File: src/rtl/spi_mst_pkg.sv
package spi_mst_pkg;

    typedef enum logic [1:0] {
        RATE_DIV4  = 2'd0,
        RATE_DIV16 = 2'd1,
        RATE_DIV64 = 2'd2,
        RATE_TIMER = 2'd3
    } rate_sel_e;

    // control register layout, bit 0 at the bottom
    typedef struct packed {
        logic      out_en;
        rate_sel_e rate;
        logic      sample_late;
        logic      launch_early;
        logic      cpol;
    } xfer_cfg_t;

    localparam int CFG_W = $bits(xfer_cfg_t);

    localparam logic [1:0] ADDR_DATA = 2'd0;
    localparam logic [1:0] ADDR_CTRL = 2'd1;
    localparam logic [1:0] ADDR_STAT = 2'd2;

    localparam int ST_BUSY = 0;
    localparam int ST_FULL = 1;
    localparam int ST_IRQ  = 2;
    localparam int ST_WCOL = 3;

endpackage

File: src/rtl/spi_rate_gen.sv
module spi_rate_gen
    import spi_mst_pkg::*;
#(
    parameter int HALF_A = 2,
    parameter int HALF_B = 8,
    parameter int HALF_C = 32
) (
    input  logic      clk,
    input  logic      rst_n,
    input  logic      run,
    input  rate_sel_e rate,
    input  logic      timer_tick,
    output logic      half_tick
);
    localparam int CW = $clog2(HALF_C + 1);

    logic [CW-1:0] cnt_d, cnt_q, limit;

    always_comb begin
        case (rate)
            RATE_DIV4:  limit = CW'(HALF_A - 1);
            RATE_DIV16: limit = CW'(HALF_B - 1);
            RATE_DIV64: limit = CW'(HALF_C - 1);
            default:    limit = '0;
        endcase
        if (rate == RATE_TIMER) half_tick = run && timer_tick;
        else                    half_tick = run && (cnt_q == limit);
        if (!run || half_tick || rate == RATE_TIMER) cnt_d = '0;
        else                                          cnt_d = cnt_q + 1'b1;
    end

    always_ff @(posedge clk or negedge rst_n) begin
        if (!rst_n) cnt_q <= '0;
        else        cnt_q <= cnt_d;
    end

endmodule

File: src/rtl/spi_shift_engine.sv
module spi_shift_engine
    import spi_mst_pkg::*;
#(
    parameter int DATA_W = 8
) (
    input  logic              clk,
    input  logic              rst_n,
    input  logic              start,
    input  logic [DATA_W-1:0] tx_data,
    input  xfer_cfg_t         cfg_in,
    input  logic              half_tick,
    input  logic              sdi,
    output logic              sck,
    output logic              sdo,
    output logic              busy,
    output logic              done,
    output logic [DATA_W-1:0] rx_data,
    output rate_sel_e         act_rate
);
    localparam int NHALF = 2 * DATA_W;
    localparam int HW    = $clog2(NHALF + 1) + 1;

    typedef struct packed {
        logic              busy;
        logic [HW-1:0]     half;
        logic [DATA_W-1:0] shreg;
        logic              sck;
        logic              sdo;
        xfer_cfg_t         cfg;
    } eng_t;

    eng_t          q, n;
    logic [1:0]    off;
    logic [HW-1:0] rel, last;
    logic          smp, lau;

    always_comb begin
        n    = q;
        done = 1'b0;
        // half periods between launch reference and first capture
        off  = {1'b0, ~q.cfg.launch_early} + {1'b0, q.cfg.sample_late};
        rel  = q.half - HW'(off);
        last = (off == 2'd2) ? HW'(NHALF) : HW'(NHALF - 1);
        smp  = (q.half >= HW'(off)) && !rel[0] && (rel <= HW'(NHALF - 2));
        lau  = (q.half < HW'(NHALF - 1)) && (q.half[0] == q.cfg.launch_early);

        if (start && !q.busy) begin
            n.busy  = 1'b1;
            n.half  = '0;
            n.shreg = tx_data;
            n.cfg   = cfg_in;
            n.sck   = cfg_in.cpol;
            if (cfg_in.launch_early) n.sdo = tx_data[DATA_W-1];
        end else if (q.busy && half_tick) begin
            if (q.half < HW'(NHALF)) n.sck = ~q.sck;
            if (smp) n.shreg = {q.shreg[DATA_W-2:0], sdi};
            if (lau) n.sdo = n.shreg[DATA_W-1];
            if (q.half == last) begin
                n.busy = 1'b0;
                done   = 1'b1;
            end else begin
                n.half = q.half + 1'b1;
            end
        end
    end

    always_ff @(posedge clk or negedge rst_n) begin
        if (!rst_n) q <= '0;
        else        q <= n;
    end

    assign sck      = q.sck;
    assign sdo      = q.sdo;
    assign busy     = q.busy;
    assign rx_data  = n.shreg;
    assign act_rate = q.cfg.rate;

endmodule

File: src/rtl/spi_master_core.sv
module spi_master_core
    import spi_mst_pkg::*;
#(
    parameter int DATA_W = 8,
    parameter int HALF_A = 2,
    parameter int HALF_B = 8,
    parameter int HALF_C = 32
) (
    input  logic              clk,
    input  logic              rst_n,
    input  logic              wr_en,
    input  logic              rd_en,
    input  logic [1:0]        addr,
    input  logic [DATA_W-1:0] wdata,
    output logic [DATA_W-1:0] rdata,
    input  logic              timer_tick,
    input  logic              sdi,
    output logic              sck,
    output logic              sdo,
    output logic              sdo_oe,
    output logic              irq
);
    typedef struct packed {
        logic [DATA_W-1:0] ctrl;
        logic [DATA_W-1:0] rxbuf;
        logic              full;
        logic              irq;
        logic              wcol;
    } host_t;

    host_t             regs_q, regs_d;
    xfer_cfg_t         cfg_now;
    rate_sel_e         act_rate;
    logic              eng_busy, eng_done, half_tick, start_xfer, wr_data;
    logic              wcol_flag, full_flag;
    logic [DATA_W-1:0] rx_data;

    assign cfg_now    = xfer_cfg_t'(regs_q.ctrl[CFG_W-1:0]);
    assign wr_data    = wr_en && (addr == ADDR_DATA);
    assign start_xfer = wr_data && !eng_busy;

    spi_rate_gen #(
        .HALF_A(HALF_A), .HALF_B(HALF_B), .HALF_C(HALF_C)
    ) u_rate (
        .clk(clk), .rst_n(rst_n), .run(eng_busy), .rate(act_rate),
        .timer_tick(timer_tick), .half_tick(half_tick)
    );

    spi_shift_engine #(.DATA_W(DATA_W)) u_eng (
        .clk(clk), .rst_n(rst_n), .start(start_xfer), .tx_data(wdata),
        .cfg_in(cfg_now), .half_tick(half_tick), .sdi(sdi), .sck(sck),
        .sdo(sdo), .busy(eng_busy), .done(eng_done), .rx_data(rx_data),
        .act_rate(act_rate)
    );

    always_comb begin
        regs_d = regs_q;
        if (wr_en && addr == ADDR_CTRL) regs_d.ctrl = wdata;
        if (wr_data && eng_busy) regs_d.wcol = 1'b1;
        else if (wr_en && addr == ADDR_STAT && wdata[ST_WCOL]) regs_d.wcol = 1'b0;
        if (eng_done) begin
            regs_d.rxbuf = rx_data;
            regs_d.full  = 1'b1;
            regs_d.irq   = 1'b1;
        end else begin
            if (rd_en && addr == ADDR_DATA) regs_d.full = 1'b0;
            if (wr_en && addr == ADDR_STAT && wdata[ST_IRQ]) regs_d.irq = 1'b0;
        end
    end

    always_ff @(posedge clk or negedge rst_n) begin
        if (!rst_n) regs_q <= '0;
        else        regs_q <= regs_d;
    end

    always_comb begin
        case (addr)
            ADDR_DATA: rdata = regs_q.rxbuf;
            ADDR_CTRL: rdata = regs_q.ctrl;
            ADDR_STAT: rdata = {{(DATA_W-4){1'b0}}, regs_q.wcol, regs_q.irq,
                                regs_q.full, eng_busy};
            default:   rdata = '0;
        endcase
    end

    assign sdo_oe    = cfg_now.out_en;
    assign irq       = regs_q.irq;
    assign wcol_flag = regs_q.wcol;
    assign full_flag = regs_q.full;

endmodule

File: config.mk
export PLATFORM = sky130hd
export DESIGN_NAME = spi_master_core
export DESIGN_NICKNAME = d
export VERILOG_FILES = /design/src/rtl/spi_mst_pkg.sv /design/src/rtl/spi_rate_gen.sv /design/src/rtl/spi_shift_engine.sv /design/src/rtl/spi_master_core.sv
export SDC_FILE = /design/constraint.sdc
export NUM_CORES = 1
export LEC_CHECK = 0
export BUFFER_PORTS_ARGS = -buffer_cell sky130_fd_sc_hd__clkbuf_2
export CAP_MARGIN = 20
export CORE_MARGIN = 2
export CORE_UTILIZATION = 62
export CTS_BUF_LIST = sky130_fd_sc_hd__clkbuf_4 sky130_fd_sc_hd__clkbuf_8 sky130_fd_sc_hd__clkbuf_16
export DETAILED_ROUTE_END_ITERATION = 10
export GPL_TIMING_DRIVEN = 0
export HOLD_SLACK_MARGIN = 0.12
export PLACE_DENSITY_LB_ADDON = 0.12
export RECOVER_POWER = 50
export SYNTH_ARGS = -nofsm -noshare
export SYNTH_HDL_FRONTEND = slang
export SYNTH_SLANG_ARGS = --single-unit
export TNS_END_PERCENT = 100
File: constraint.sdc
create_clock -name clk -period 5.6 [get_ports clk]
set_input_delay 0.28 -clock clk [delete_from_list [all_inputs] [get_ports clk]]
set_output_delay 0.28 -clock clk [all_outputs]
set_load 0.01 [all_outputs]
==> impl_metrics.ini <==
[timing]
rsz0062_at_grt = no
finalSetupTns_ps = 0
worstMarginPinSlew_ps = 1226
period_minus_slack_ps = 2907
skew_ps = 8.428
min_period_over_period = 0.5191
hold_viol = 0
fmax_ghz = 0.3440
setup_viol = 0
layout_setup_ws_ps = 2693
timing.slew.headroom = 0.1825
maxSlewViolCount = 0

[clock_network]
cts_resized = 0
cts_setup_buffers = 0
clk-insertion-delay-late_ps = 310
path_clk_slew_ps = 90
cts.sinks = 46
cts_buffers = 5
cts_tree = built
h-tree-depth = 2
cts_root_buffer = clkbuf_8
clk_path_buf_depth = 2

[pwr]
cellPowerDensity_nw_per_um2 = 400.4
p_total_mw = 1.107
switching_share = 0.3495
combPwrFrac = 0.339
power.switching_mw = 0.3868
peakVddDrop_mv = 0.3188
p_leak_nw = 1.393
internal_power_mw = 0.7198
pwr-share-seq = 0.432
pwr-share-clk = 0.230

[hold_path]
hold_depth = 3
hp-class = in -> reg
hold_start = wdata[7]
hold_path_end = u_eng.q[15]

[setup_path]
cp-start-kind = flip-flop
cp.arrival_ps = 3080
path_delay_family = simple AND/OR/NAND/NOR gates
crit_top_cell = inv_1
r2r_slack_ps = 2690
cpPeakStageDelay_ps = 440
crit_fanout = 8
crit_buf_inv = 4
r2r_cells = 12
worstPathCellList = clkbuf_1, inv_1, ha_1, inv_1, fa_1, nand2b_1, or4_4, mux2_1, nand3b_1, buf_4, mux2i_1, a21oi_1
rr_endpoint = u_eng.q[12]
endpoint_kind = flip-flop
path_class = reg -> reg
slowest_stage = or4_4
rr_startpoint = u_eng.q[16]
crit_required_ps = 5770

[synthesis]
synth-seq-cells = 46
synth_top_flop_cell = dfrtp_1
synthAdderAreaFrac = 0.04903
synth_xor_area_frac = 0.02503
synth_top_cell_by_area = dfrtp_1
synth_cell_types = 47
async_flop_share = 1.000
synth_edf_count = 0
synth_top_family_by_area = simple AND/OR/NAND/NOR gates
synth.area.top_cells = dfrtp_1, mux2i_1, nor2_1
synthSimpleGateAreaFrac = 0.1854
muxShareOfSynthArea = 0.1200
syn_inst = 252
syn-cell-area_um2 = 2450
yosysWarnings = 0
syn_area_per_cell_um2 = 9.722
syn-num-nets = 277
synth_compound_area_frac = 0.1078
yosysTopAreaCellShare = 0.4699
ys_seq_area_frac = 0.4699

[global_routing]
grt_max_degree = 25
grt_usage = 0.2540
grt_first_pass_wirelength_um = 8328
antenna_found_initial = 0
grt_pass1_vias = 1827
grt_overflow = 0

[placement]
pre_cts_ws_ps = 2725
numPortBuffers = 27
dp.cells = 328
dp_hpwl_um = 3596
place_congestion = 0.8367

[layout]
final_cell_mix = dfrtp_1, nor2_1, nand2_1
drive_gt1_frac = 0.1765
mostFrequentLayoutCell = dfrtp_1
stdcell_count = 337
diodes = 0
nets = 313
area_growth_pct = 12.82

[route]
drc = 0
routed_via_density = 5.813
routed_wirelength_um = 4972
drt_iter0_markers = 168
routedWlPerCell_um = 14.75
ant_nets = 0
firstDrtPassIters = 4
vias = 1959

[floorplan]
pin_count = 28
start_util = 0.6544
fp.dieH_um = 66.86
core_um2 = 3744
dieArea_um2 = 4470
die_w_um = 66.86
rows = 22

[run_status]
status = complete, no violations

[flow_run]
maxCapViolations = 0
-- synthesized netlist by cell type (all sizes together), types with 2 or more instances --
library cell	count
nand3b	3
nor2	32
inv	9
a21oi	17
nand3	11
o21ai	13
clkbuf	6
mux2	11
ha	8
o22ai	2
xor2	2
or3	4
buf	6
xnor2	5
a211oi	2
nor3	4
and3	2
nor4	2
nand2b	2
nand2	26
mux2i	17
dfrtp	46
nor2b	3
a21o	4
-- worst reg2reg max path, cell delays in order (launching register included) --
cell,delay [ps]
dfrtp_1,360
clkbuf_1,260
inv_1,80
ha_1,210
inv_1,70
fa_1,270
nand2b_1,100
or4_4,440
mux2_1,330
nand3b_1,80
buf_4,190
mux2i_1,280
a21oi_1,100
-- flip-flops by register name (all words and copies together), names as in the netlist, 2 cells and up --
register        flops
u_eng.q            16
regs_q             10
u_rate.cnt_q        6
cfg_now             5
u_eng.act_rate      2
-- how the worst max path moves through the flow --
stage	startpoint	to	slack, ps	cells after the start
floorplan	u_eng.q[1]	u_eng.q[10]	2960	12
global placement	u_eng.q[1]	u_eng.q[10]	2780	12
detailed placement	u_eng.q[16]	u_eng.q[10]	2730	12
CTS	u_eng.q[16]	u_eng.q[12]	2690	12
global route	u_eng.q[16]	u_eng.q[12]	2440	12
finish	u_eng.q[16]	u_eng.q[12]	2690	12
-- cell type report --
type | instances | area (µm²)
Multi-Input combinational cell | 184 | 1194
Clock buffer | 5 | 68.82
Clock inverter | 3 | 43.79
Inverter | 9 | 33.78
Fill cell | 299 | 979.7
Sequential cell | 46 | 1151
Buffer | 13 | 71.32
Tap cell | 48 | 60.06
Timing Repair Buffer | 29 | 141.4
-- logic make-up after synthesis --
family	Yosys count
multiplexers	28
flip-flops	46
AND/OR/NAND/NOR	96
buffers and inverters	22
XOR/XNOR	7
adder cells (fa/ha/maj)	9
AO/OA/AOI/OAI	44
-- through the flow --
step	cell area (µm²)	hold WS, ps	util
2_1_floorplan	2450	-15.59	-
3_3_place_gp	2645	462.9	0.7066
3_5_place_dp	2673	314.7	0.7139
4_1_cts	2795	207.0	0.7467
5_1_grt	2764	214.5	0.7383
6_report	2764	203.1	0.7383
-- layer usage --
layer  wire [µm]  track usage  part of all wire  vias up
met4          58      0.08163             0.012        0
met1        2260       0.3464              0.45      963
met2        2411       0.4013              0.48       46
met3         241      0.06081             0.048        6
li1            -            -                 -      944
met5           0            0                 0        -
-- power by group through the flow --
| stage | clock network [mW] | registers [mW] | logic [mW] |
|---|---|---|---|
| 2_1_floorplan | 0 | 0.467 | 0.294 |
| 3_5_place_dp | 0 | 0.482 | 0.374 |
| 3_3_place_gp | 0 | 0.477 | 0.363 |
| 4_1_cts | 0.257 | 0.476 | 0.380 |
| 5_1_grt | 0.269 | 0.488 | 0.428 |
| 6_report | 0.254 | 0.478 | 0.375 |
-- what timing repair did --
action / in CTS / in global routing
setup endpoints to repair: 0 / 0
hold buffers: 1 / 0
endpoints found under the hold margin: 22 / 0
(Power assumes the default switching activity.)
